===== src/rtl/cascade_pkg.sv =====
package cascade_pkg;
  // Per-slice flags, active low, as combined by the merge stage.
  typedef struct packed {
    logic full_n;
    logic empty_n;
  } slice_flags_t;

  function automatic int ptr_bits(input int depth);
    return (depth > 1) ? $clog2(depth) : 1;
  endfunction
endpackage


===== src/rtl/cascade_slice.sv =====
module cascade_slice
  import cascade_pkg::*;
#(
  parameter int WIDTH = 9,
  parameter int DEPTH = 8
) (
  input  logic             clk,
  input  logic             rst,
  input  logic             first_ld_n,
  input  logic             wr_en,
  input  logic [WIDTH-1:0] wr_data,
  input  logic             rd_en,
  input  logic             xi_wr,
  input  logic             xi_rd,
  output logic             xo_wr,
  output logic             xo_rd,
  output logic [WIDTH-1:0] dout,
  output logic             dout_vld,
  output slice_flags_t     flags,
  output logic             wtok,
  output logic             rtok
);
  localparam int AW = ptr_bits(DEPTH);
  localparam int CW = $clog2(DEPTH + 1);
  localparam logic [AW-1:0] LAST = AW'(DEPTH - 1);
  localparam logic [CW-1:0] CFULL = CW'(DEPTH);

  logic [WIDTH-1:0] mem [DEPTH];
  logic [AW-1:0]    wptr, rptr;
  logic [CW-1:0]    cnt;
  logic             wr_ok, rd_ok, at_full, at_empty;

  assign at_full  = (cnt == CFULL);
  assign at_empty = (cnt == '0);
  assign wr_ok    = wr_en & wtok & ~at_full;
  assign rd_ok    = rd_en & rtok & ~at_empty;
  assign xo_wr    = wr_ok & (wptr == LAST);
  assign xo_rd    = rd_ok & (rptr == LAST);

  assign flags.full_n  = ~(wtok & at_full);
  assign flags.empty_n = ~(rtok & at_empty);

  // Storage: plain write port, no reset, so block RAM can be inferred.
  always_ff @(posedge clk) begin
    if (wr_ok) mem[wptr] <= wr_data;
  end

  // Registered read port; zero when this slice does not read.
  always_ff @(posedge clk) begin
    if (rst)        dout <= '0;
    else if (rd_ok) dout <= mem[rptr];
    else            dout <= '0;
  end

  always_ff @(posedge clk) begin
    if (rst) begin
      wptr     <= '0;
      rptr     <= '0;
      cnt      <= '0;
      wtok     <= ~first_ld_n;
      rtok     <= ~first_ld_n;
      dout_vld <= 1'b0;
    end else begin
      if (wr_ok) wptr <= (wptr == LAST) ? '0 : wptr + 1'b1;
      if (rd_ok) rptr <= (rptr == LAST) ? '0 : rptr + 1'b1;
      cnt      <= cnt + CW'(wr_ok) - CW'(rd_ok);
      wtok     <= (wtok & ~xo_wr) | xi_wr;
      rtok     <= (rtok & ~xo_rd) | xi_rd;
      dout_vld <= rd_ok;
    end
  end

  // an idle slice keeps its data output at zero
  a_r8_idle_zero: assert property (@(posedge clk) disable iff (rst)
    !dout_vld |-> (dout == '0));
  // an incoming write hand-off gives this slice the write token
  a_r2_token_in: assert property (@(posedge clk) disable iff (rst)
    xi_wr |=> wtok);
  // an incoming read hand-off gives this slice the read token
  a_r3_token_in: assert property (@(posedge clk) disable iff (rst)
    xi_rd |=> rtok);
  // occupancy never exceeds the slice size
  a_r6_no_overflow: assert property (@(posedge clk) disable iff (rst)
    cnt <= CFULL);
endmodule


===== src/rtl/cascade_merge.sv =====
module cascade_merge
  import cascade_pkg::*;
#(
  parameter int WIDTH  = 9,
  parameter int NSLICE = 3
) (
  input  logic                      clk,
  input  logic                      rst,
  input  slice_flags_t [NSLICE-1:0] flags,
  input  logic [NSLICE*WIDTH-1:0]   dout_all,
  input  logic [NSLICE-1:0]         vld_all,
  output logic [WIDTH-1:0]          rd_data,
  output logic                      rd_valid,
  output logic                      full,
  output logic                      empty
);
  always_comb begin
    rd_data = '0;
    full    = 1'b0;
    empty   = 1'b0;
    for (int i = 0; i < NSLICE; i++) begin
      rd_data = rd_data | dout_all[i*WIDTH +: WIDTH];
      full    = full  | ~flags[i].full_n;
      empty   = empty | ~flags[i].empty_n;
    end
  end
  assign rd_valid = |vld_all;

  // at most one slice returns a word in any cycle
  a_r8_one_source: assert property (@(posedge clk) disable iff (rst)
    $onehot0(vld_all));
  // the composite can never be full and empty at once
  a_r10_flags_exclusive: assert property (@(posedge clk) disable iff (rst)
    !(full && empty));
endmodule


===== src/rtl/fifo_cascade.sv =====
module fifo_cascade
  import cascade_pkg::*;
#(
  parameter int WIDTH       = 9,
  parameter int SLICE_DEPTH = 8,
  parameter int NSLICE      = 3,
  parameter int LEAD        = 0
) (
  input  logic              clk,
  input  logic              rst,
  input  logic              wr_en,
  input  logic [WIDTH-1:0]  wr_data,
  input  logic              rd_en,
  output logic [WIDTH-1:0]  rd_data,
  output logic              rd_valid,
  output logic              full,
  output logic              empty,
  output logic [NSLICE-1:0] wr_owner,
  output logic [NSLICE-1:0] rd_owner
);
  localparam logic [NSLICE-1:0] LEAD_MASK = NSLICE'(1) << LEAD;

  logic [NSLICE-1:0]         xo_wr, xo_rd, vld_all;
  logic [NSLICE*WIDTH-1:0]   dout_all;
  slice_flags_t [NSLICE-1:0] flags;

  for (genvar i = 0; i < NSLICE; i++) begin : g_slice
    localparam int PREV = (i + NSLICE - 1) % NSLICE;
    cascade_slice #(.WIDTH(WIDTH), .DEPTH(SLICE_DEPTH)) u_slice (
      .clk        (clk),
      .rst        (rst),
      .first_ld_n ((i == LEAD) ? 1'b0 : 1'b1),
      .wr_en      (wr_en),
      .wr_data    (wr_data),
      .rd_en      (rd_en),
      .xi_wr      (xo_wr[PREV]),
      .xi_rd      (xo_rd[PREV]),
      .xo_wr      (xo_wr[i]),
      .xo_rd      (xo_rd[i]),
      .dout       (dout_all[i*WIDTH +: WIDTH]),
      .dout_vld   (vld_all[i]),
      .flags      (flags[i]),
      .wtok       (wr_owner[i]),
      .rtok       (rd_owner[i])
    );
  end

  cascade_merge #(.WIDTH(WIDTH), .NSLICE(NSLICE)) u_merge (
    .clk      (clk),
    .rst      (rst),
    .flags    (flags),
    .dout_all (dout_all),
    .vld_all  (vld_all),
    .rd_data  (rd_data),
    .rd_valid (rd_valid),
    .full     (full),
    .empty    (empty)
  );

  // the first cycle out of reset shows the strapped lead slice
  a_r1_lead_after_reset: assert property (@(posedge clk) disable iff (rst)
    $past(rst) |-> (wr_owner == LEAD_MASK && rd_owner == LEAD_MASK && empty && !full));
  // exactly one write owner and one read owner
  a_r4_single_owner: assert property (@(posedge clk) disable iff (rst)
    $countones(wr_owner) == 1 && $countones(rd_owner) == 1);
  // the read token moves only on read strobes
  a_r4_read_token_still: assert property (@(posedge clk) disable iff (rst)
    !rd_en |=> $stable(rd_owner));
  // a write against a full ring does not move the write token
  a_r6_blocked_write: assert property (@(posedge clk) disable iff (rst)
    full |=> $stable(wr_owner));
  // a read against an empty ring returns nothing
  a_r7_no_underflow: assert property (@(posedge clk) disable iff (rst)
    empty |=> !rd_valid);
endmodule


===== config.mk =====
export PLATFORM = sky130hd
export DESIGN_NAME = fifo_cascade
export DESIGN_NICKNAME = d
export VERILOG_FILES = /design/src/rtl/cascade_pkg.sv /design/src/rtl/cascade_slice.sv /design/src/rtl/cascade_merge.sv /design/src/rtl/fifo_cascade.sv
export SDC_FILE = /design/constraint.sdc
export NUM_CORES = 1
export LEC_CHECK = 0
export BUFFER_PORTS_ARGS = -buffer_cell sky130_fd_sc_hd__buf_2
export CAP_MARGIN = 20
export CORE_ASPECT_RATIO = 0.8
export CORE_UTILIZATION = 52
export CTS_CLUSTER_DIAMETER = 50
export DETAILED_ROUTE_END_ITERATION = 8
export PLACE_DENSITY = 0.71
export SYNTH_ARGS = -nofsm -noshare
export SYNTH_HDL_FRONTEND = slang
export SYNTH_SLANG_ARGS = --single-unit

===== constraint.sdc =====
create_clock -name clk -period 5.42 [get_ports clk]
set_clock_uncertainty 0.15 [all_clocks]
set_input_delay 0.813 -clock clk [delete_from_list [all_inputs] [get_ports clk]]
set_output_delay 0.813 -clock clk [all_outputs]
set_load 0.005 [all_outputs]

==> flow_summary.yaml, run 1 <==
sta:
  finalSetupViolations: 0
  worstMarginPinSlew_ns: 0.937
  hold_violations: 0
  rsz0062_at_grt: "false"
  slew_headroom_pct: 37.3
  post-route-period-util_pct: 57.0
  min_period_ns: 3.09
  worst_slack_ns: 2.33
  tns_ns: 0
  fmax_mhz: 323
  finalMaxSlewViolations: 0
setup_path:
  endpoint_kind: "output pin"
  r2r_slack_ns: 2.76
  max_stage_delay_ns: 0.64
  worstSetupStartpointType: "flop"
  cp.arrival_ns: 2.13
  cp.required_ns: 4.46
  slowest_stage: "nor3b_1"
  worstPathMaxFanout: 6
  cp_top_family: "simple AND/OR/NAND/NOR gates"
  path_cells: "inv_1 > ha_1 > nor3b_1 > a22oi_1 > nand2_1 > buf_2"
  cp_num_buf_inv: 2
  path_class: "reg2out"
run_status:
  status: "complete, no violations"
power:
  peakVddDrop_mv: 0.210
  p_int_mw: 3.63
  swShare_pct: 22.3
  p_switching_mw: 1.04
  finalPower_mw: 4.67
  sequentialPowerShare_pct: 52.0
  power_density_nw_per_um2: 369
  comb_power_share_pct: 8.1
  p_leak_nw: 4.32
  p_clk_share_pct: 39.9
cts:
  cts-root-buf: "clkbuf_16"
  post_cts_buffers: 0
  clk_path_buf_depth: 3
  clock_sinks: 282
  hold_buffers: 0
  path_clk_slew_ns: 0.06
  cts-htree-levels: 1
  cts_resized: 0
  cts_tree: "yes"
  cts_buffers: 28
  clkLatencyLatePin_ns: 0.53
yosys:
  ys_seq_elements: 282
  synthArstFlopShare_pct: 0
  syn-mean-instance-area_um2: 15.0
  yosysSeqAreaShare_pct: 69.2
  synth_nets: 794
  synthFlopType: "edfxtp_1"
  synth-edff-count: 216
  synthCells: 750
  synth_cell_types: 40
  syn-cell-area_um2: 11300
  ys_warn_count: 0
global_route:
  grt_pass1_vias: 6219
  overflow: 0
  track_usage_pct: 21.1
  grt_antenna_before_repair: 1
  grt_max_degree: 43
  grt_pass1_wl_um: 35400
run:
  drv_cap: 0
floorplanning:
  io_pins: 31
  die_w_um: 167
  initial_core_util_pct: 53.7
  core_um2: 21000
  rows: 47
  die_y_um: 134
  dieArea_um2: 22300
routing:
  drtAntennaViolNets: 0
  via_count: 6427
  drtPass1Iterations: 5
  post_drt_wl_per_cell_um: 21.5
  drc: 0
  totalWireLength_um: 23400
  drtIter0Drc: 693
  vias_per_cell: 5.92
cells_and_area:
  postLayoutCellArea_um2: 12600
  layout-drive-gt1-share_pct: 13.0
  nNetsFinal: 839
  areaGrowthSynthToFinish_pct: 12.1
  ff_latch_area_um2: 7810
  finalNonFillerCells: 1086
  mostFrequentLayoutCells: "edfxtp_1, mux2i_1, dfxtp_1"
  final_common_cell: "edfxtp_1"
  antenna-diode-count: 0
  multi_input_area_um2: 3220
  nFillCells: 1528
min_path:
  hp-class: "reg2reg"
place:
  placed_area_um2: 11600
  hpwl_um: 15100
  dp_cells: 1020
  port_buffers: 30
  routabilityCongestion: 0.783
  dp_slack_ns: 2.38
==> power by group through the flow <==
stage / sequential [mW] / clock (mW) / combinational [mW]
5_1_grt: 2.43 / 1.98 / 0.409
3_5_place_dp: 2.49 / 0 / 0.349
3_3_place_gp: 2.48 / 0 / 0.335
6_report: 2.43 / 1.86 / 0.377
4_1_cts: 2.44 / 1.89 / 0.352
2_1_floorplan: 2.45 / 0 / 0.243
==> stage by stage <==
stage	hold WS, ns	util [%]
after global placement	0.372	55.3
final	0.380	60.2
after global routing	0.424	60.2
after CTS	0.379	59.6
after floorplan	0.338	-
after detailed placement	0.372	55.3
==> cell families (layout without fill, tap and decap cells) <==
group | count (synthesis) | count (layout) | share of synthesized area [%]
compound gates | 110 | 110 | 6.30
xor+xnor | 3 | 3 | 0.233
fa+ha+maj | 31 | 31 | 3.64
buf+inv | 52 | 119 | 2.30
flops | 282 | 282 | 69.2
mux | 111 | 111 | 9.88
simple gates | 161 | 161 | 8.44
==> worst register-to-register path: cells and delay by family, from the launching register on <==
| kind | cells | cell delay [ns] |
|---|---|---|
| simple gates | 2 | 0.59 |
| flops | 1 | 0.30 |
| mux | 1 | 0.34 |
| compound gates | 2 | 0.34 |
| fa+ha+maj | 3 | 0.66 |
| buf+inv | 2 | 0.18 |
==> cells in the mapped netlist, types with 7 or more instances <==
library cell / count / area [um2]
or3_1: 10 / 62.6
a22oi_1: 56 / 420
nor2_1: 21 / 78.8
edfxtp_1: 216 / 6490
buf_1: 11 / 41.3
nand4_1: 7 / 43.8
nor3_1: 13 / 65.1
inv_1: 18 / 67.6
dfxtp_1: 66 / 1320
nand2_1: 17 / 63.8
a21oi_1: 25 / 125
mux2i_1: 108 / 1080
nand3_1: 11 / 55.1
ha_1: 28 / 350
and2_1: 7 / 43.8
buf_4: 15 / 113
nor2b_1: 13 / 81.3
o21ai_0: 23 / 115
and3_1: 27 / 169
==> metal layers <==
layer  GRT usage [%]  vias to the layer above  part of all wire [%]
met3            2.67                       43                   6.3
met4            4.94                        0                   2.0
met2            34.9                      222                    47
li1                -                     2980                     -
met1            30.1                     3182                    45
met5               0                        -                     0
==> flip-flops by register name, indices dropped and copies added (netlist names) <==
register                  count
g_slice.u_slice.wptr          9
g_slice.u_slice.dout         27
g_slice.u_slice.rptr          9
g_slice.u_slice.rtok          3
g_slice.u_slice.wtok          3
g_slice.u_slice.dout_vld      3
g_slice.u_slice.mem         216
g_slice.u_slice.cnt          12
==> layout make-up <==
cell class / count / share of cell area (%)
inverters: 19 / 0.564
clock buffers: 38 / 6.09
multi-input cells: 416 / 25.5
well taps: 269 / 2.66
clock inverters: 14 / 0.970
repair buffers: 48 / 2.45
flip-flops and latches: 282 / 61.8
==> worst paths after layout <==
| kind | from | to | cells after the start |
|---|---|---|---|
| min | g_slice[2].u_slice.rtok | g_slice[2].u_slice.rtok | 2 |
| min reg2reg | g_slice[2].u_slice.rtok | g_slice[2].u_slice.rtok | 2 |
| max | g_slice[1].u_slice.cnt[2] | full | 6 |
| max reg2reg | g_slice[2].u_slice.cnt[2] | g_slice[2].u_slice.cnt[3] | 10 |
No activity file was read; power rests on OpenSTA's default activity.
==> run 2, diff against run 1 <==
PLACE_DENSITY = 0.74   (was 0.71)
clock period = 2.65 ns   (was 5.42 ns; I/O delays follow)
==> run 2 against run 1 <==
Compared with the run above: register-to-register slack got worse by 2.6 ns; global-route usage up 0.34 points; cell area increased by 0.30%; flip-flop and latch count is the same; clock power up 94%; core utilization up 0.18 points; wire length rose by 0.46%; sequential power grew 100%; setup slack got worse by 2.2 ns; final cell count up 0.64%; die area is the same.
==> flow_summary.yaml, run 2 (synthesis results as in run 1) <==
cells_and_area:
  largest_registers: "g_slice.u_slice.mem x216, g_slice.u_slice.dout x27, g_slice.u_slice.cnt x12"
  nNetsFinal: 847
  top_register: "g_slice.u_slice.mem"
  final_common_cell: "edfxtp_1"
  areaGrowthSynthToFinish_pct: 12.4
  layout-drive-gt1-share_pct: 15.3
  finalNonFillerCells: 1093
  mostFrequentLayoutCells: "edfxtp_1, mux2i_1, dfxtp_1"
  largest_register_ffs: 216
sta:
  fmax_mhz: 397
  hold_violations: 0
  post-route-period-util_pct: 95.1
  min_period_ns: 2.52
  finalSetupViolations: 0
  finalMaxSlewViolations: 0
  worstMarginPinSlew_ns: 0.963
  slew_headroom_pct: 35.6
  tns_ns: 0
cts:
  cts_buffers: 26
  clkLatencyLatePin_ns: 0.53
  clock_sinks: 282
  path_clk_slew_ns: 0.06
  clk_path_buf_depth: 3
  cts-htree-levels: 1
  cts_tree: "yes"
  cts-root-buf: "clkbuf_16"
routing:
  post_drt_wl_per_cell_um: 21.5
  via_count: 6503
  drtAntennaViolNets: 0
  drtIter0Drc: 604
  drtPass1Iterations: 5
  drc: 0
  vias_per_cell: 5.95
  totalWireLength_um: 23500
floorplanning:
  io_pins: 31
  core_um2: 21000
  die_y_um: 134
  dieArea_um2: 22300
  rows: 47
  die_w_um: 167
  initial_core_util_pct: 53.7
setup_path:
  cp.arrival_ns: 2.78
  worstSetupStartpointType: "flop"
  worstPathMaxFanout: 4
  r2r_slack_ns: 0.13
  rr_worst_depth: 10
  r2r_start: "g_slice[2].u_slice.cnt[3]"
  path_class: "reg2reg"
  endpoint_kind: "flop"
  cp.required_ns: 2.91
  worstReg2RegEnd: "g_slice[2].u_slice.cnt[3]"
min_path:
  hold_path_end: "g_slice[0].u_slice.cnt[1]"
  hp-class: "in2reg"
  min_from: "rst"
  min_path_cells: 2
global_route:
  grt_max_degree: 38
  top_usage_layer: "met2"
  grt_pass1_vias: 6566
  met1_usage_pct: 28.9
  grtUsageMet3_pct: 3.06
  grt_pass1_wl_um: 36200
  overflow: 0
  grt_use_met2_pct: 37.0
  grt_antenna_before_repair: 0
  track_usage_pct: 21.5
power:
  power_density_nw_per_um2: 738
  peakVddDrop_mv: 0.555
  p_leak_nw: 4.34
run:
  drv_cap: 0
place:
  port_buffers: 30
  hpwl_um: 15100
  routabilityCongestion: 0.823
  dp_cells: 1042
run_status:
  status: "complete, no violations"
run 2: changes by cell type in the layout (fill, tap and decap cells not counted), moves of 2 or more:
cell / delta
clkbuf_1: -5
clkinvlp_4: +4
buf_12: -2
buf_2: -7
bufinv_16: -2
nor3b_1: -2
clkbuf_8: +4
buf_4: +21
clkinv_1: -4
clkbuf_16: -2
run 2: metal layers:
metal	wire (um)	share of wire (%)
met5	0	0
met4	419	1.8
met3	1550	6.6
met2	11300	48
met1	10200	43
run 2: timing repair:
item / 4_1_cts / 5_1_grt
pin swaps: 0 / 0
cloned: 0 / 0
hold buffers: 0 / 0
resized for setup: 1 / 4
endpoints found under the setup margin: 1 / 7
buffers inserted: 0 / 1
run 2: how the worst max path moves through the flow:
stage                                               to  slack [ns]  cells past startpoint                 startpoint
after global placement       g_slice[2].u_slice.cnt[3]        0.20                     10  g_slice[2].u_slice.cnt[2]
final                        g_slice[2].u_slice.cnt[3]        0.13                     10  g_slice[2].u_slice.cnt[3]
after floorplan           g_slice[1].u_slice.mem[0][0]        0.26                      5  g_slice[1].u_slice.cnt[2]
after detailed placement     g_slice[2].u_slice.cnt[3]        0.03                     10  g_slice[2].u_slice.cnt[2]
after global routing         g_slice[2].u_slice.cnt[3]       -0.01                     10  g_slice[2].u_slice.cnt[3]
after CTS                    g_slice[2].u_slice.cnt[3]        0.02                     10  g_slice[2].u_slice.cnt[2]
run 2: critical path, cell delays in order, from the launching register on:
cell,delay [ns]
dfxtp_1,0.35
inv_1,0.07
ha_1,0.21
nor3b_4,0.17
nor2_1,0.18
ha_1,0.23
inv_1,0.06
ha_1,0.29
a21o_1,0.18
a21oi_1,0.15
mux2_2,0.36
run 2: through the flow:
step / power [mW] / utilization, % / worst slack (ns) / hold WS, ns / area [um2]
6_report: 9.35 / 60.4 / 0.129 / 0.148 / 12700
3_5_place_dp: 5.82 / 56.2 / 0.0304 / 0.366 / 11800
3_3_place_gp: 5.76 / 56.2 / 0.198 / 0.354 / 11800
4_1_cts: 9.39 / 60.2 / 0.0184 / 0.125 / 12600
5_1_grt: 9.65 / 60.4 / -0.0116 / 0.163 / 12700
2_1_floorplan: 5.51 / - / 0.265 / 0.338 / 11300
run 2: area by class of cell:
type                            instances  area [um2]
Timing Repair Buffer                   58         358
Multi-Input combinational cell        416        3250
Sequential cell                       282        7810
Antenna cell                            1        2.50
Tap cell                              269         337
Inverter                               19        71.3
Clock buffer                           35         756
Fill cell                            1532        8310
Clock inverter                         13        91.3
run 2: where the power goes:
| part | leakage, nW | switching, mW | internal, mW |
|---|---|---|---|
| sequential | 2.48 | 0.0914 | 4.87 |
| clock | 0.407 | 1.60 | 2.02 |
| combinational | 1.45 | 0.464 | 0.314 |
==> run 3, diff against run 2 <==
CORE_UTILIZATION = 45   (was 52)
CTS_BUF_LIST = sky130_fd_sc_hd__clkbuf_8 sky130_fd_sc_hd__clkbuf_16   (was not set)
MAX_ROUTING_LAYER = met4   (was not set)
PLACE_DENSITY = 0.66   (was 0.74)
==> run 3 against run 2 <==
Compared with the run above: the run now ends with design-rule violations left; wire length fell by 3.9%; sequential share of layout area fell by 0.93 points; worst hold slack improved by 0.0026 ns; flip-flop and latch count did not move; fmax rose by 2.0%; combinational power fell by 4.6%; sequential power barely moved; highest routed layer unchanged.
==> flow_summary.yaml, run 3 (synthesis results as in run 1) <==
cells_and_area:
  antenna-diode-count: 0
  final_core_util_pct: 52.5
  areaGrowthSynthToFinish_pct: 14.1
  nNetsFinal: 854
  largest_register_ffs: 216
  multi_input_area_um2: 3260
  final_common_cell: "edfxtp_1"
  postLayoutCellArea_um2: 12900
  largest_registers: "g_slice.u_slice.mem x216, g_slice.u_slice.dout x27, g_slice.u_slice.cnt x12"
  mostFrequentLayoutCells: "edfxtp_1, mux2i_1, dfxtp_1"
  nFillCells: 2053
  top_register: "g_slice.u_slice.mem"
  ff_latch_area_um2: 7810
  layout-drive-gt1-share_pct: 16.1
routing:
  vias_per_cell: 5.43
  drc: 2
  drtAntennaViolNets: 0
  drtPass1Iterations: 6
  drtIter0Drc: 497
  post_drt_wl_per_cell_um: 19.6
  via_count: 6248
  totalWireLength_um: 22600
run_status:
  status: "finished, violations left"
  failed_checks: "design-rule violations"
setup_path:
  cp_num_buf_inv: 2
  worstPathMaxFanout: 5
  path_class: "reg2reg"
  max_stage_delay_ns: 0.50
  cp.required_ns: 2.91
  slowest_stage: "or3b_2"
  worstSetupStartpointType: "flop"
  cp.arrival_ns: 2.73
  path_cells: "inv_1 > ha_1 > or3b_2 > nand3_1 > inv_1 > ha_1 > a21o_1 > a21oi_1 > mux2_2"
  endpoint_kind: "flop"
  cp_top_family: "simple AND/OR/NAND/NOR gates"
sta:
  worst_slack_ns: 0.179
  fmax_mhz: 405
  post-route-period-util_pct: 93.2
  worstMarginPinSlew_ns: 0.944
  tns_ns: 0
  fin_hold_ws_ns: 0.151
  slew_headroom_pct: 36.8
  min_period_ns: 2.47
  finalSetupViolations: 0
  hold_violations: 0
  finalMaxSlewViolations: 0
cts:
  hold_buffers: 0
  cts-root-buf: "clkbuf_16"
  clkLatencyLatePin_ns: 0.53
  cts-htree-levels: 1
  clk_path_buf_depth: 3
  cts_tree: "yes"
  path_clk_slew_ns: 0.07
  clock_sinks: 282
  cts_buffers: 29
global_route:
  grt_antenna_before_repair: 0
  overflow: 0
  grt_pass1_vias: 5922
  grtUsageMet3_pct: 2.72
  track_usage_pct: 18.8
  grt_max_degree: 39
  met1_usage_pct: 25.7
  top_usage_layer: "met2"
  grt_pass1_wl_um: 34800
  grt_use_met2_pct: 29.6
place:
  routabilityCongestion: 0.794
  dp_slack_ns: 0.0583
  port_buffers: 30
  placed_area_um2: 11900
  hpwl_um: 14300
power:
  peakVddDrop_mv: 0.481
  power_density_nw_per_um2: 745
  p_leak_nw: 4.45
floorplanning:
  core_um2: 24500
  initial_core_util_pct: 46.0
  rows: 51
  die_y_um: 144
  die_w_um: 179
  io_pins: 31
  dieArea_um2: 25700
run:
  drv_cap: 0
min_path:
  hp-class: "in2reg"
-- run 3: timing repair --
item,in CTS,in global routing
buffers inserted,0,2
gates resized for setup,1,4
endpoints found under the setup margin,1,5
-- run 3: path summary, 6_finish.rpt --
path / cells after the start / to / slack, ns / startpoint
max: 9 / g_slice[1].u_slice.cnt[3] / 0.18 / g_slice[1].u_slice.cnt[2]
min: 4 / g_slice[2].u_slice.rtok / 0.15 / rd_en
min reg2reg: 2 / g_slice[2].u_slice.rtok / 0.37 / g_slice[2].u_slice.rtok
max reg2reg: 9 / g_slice[1].u_slice.cnt[3] / 0.18 / g_slice[1].u_slice.cnt[2]
-- run 3: metal layers --
metal / up-vias / routed length (um)
met2: 121 / 10700
met5: - / 0
met3: 32 / 876
met4: 0 / 474
li1: 3017 / -
met1: 3078 / 10500
-- run 3: cell type report --
class / instances / share of cell area (%)
clock buffer: 33 / 6.15
sequential: 282 / 60.7
timing repair buffer: 62 / 3.13
inverter: 19 / 0.554
clock inverter: 20 / 1.08
multi-input combinational: 416 / 25.3
tap: 318 / 3.09
-- run 3: stage by stage --
step                      cells  total power [mW]
after floorplan             750              5.51
after global placement     1093              5.78
after detailed placement   1093              5.79
after CTS                  1146              9.68
after global routing       1150              9.96
final                      1150              9.59
-- run 3: tightest hold or removal path: stages --
cell and delay [ns]:
buf_2 0.15, nand2_1 0.06, o21ai_0 0.06, a21oi_1 0.12
-- run 3: report_power, final --
group | switching [mW] | total (mW) | leakage (nW) | internal [mW]
Clock | 1.64 | 3.89 | 0.491 | 2.25
Combinational | 0.429 | 0.742 | 1.47 | 0.314
Sequential | 0.0863 | 4.96 | 2.48 | 4.87
Total | 2.15 | 9.59 | 4.45 | 7.43
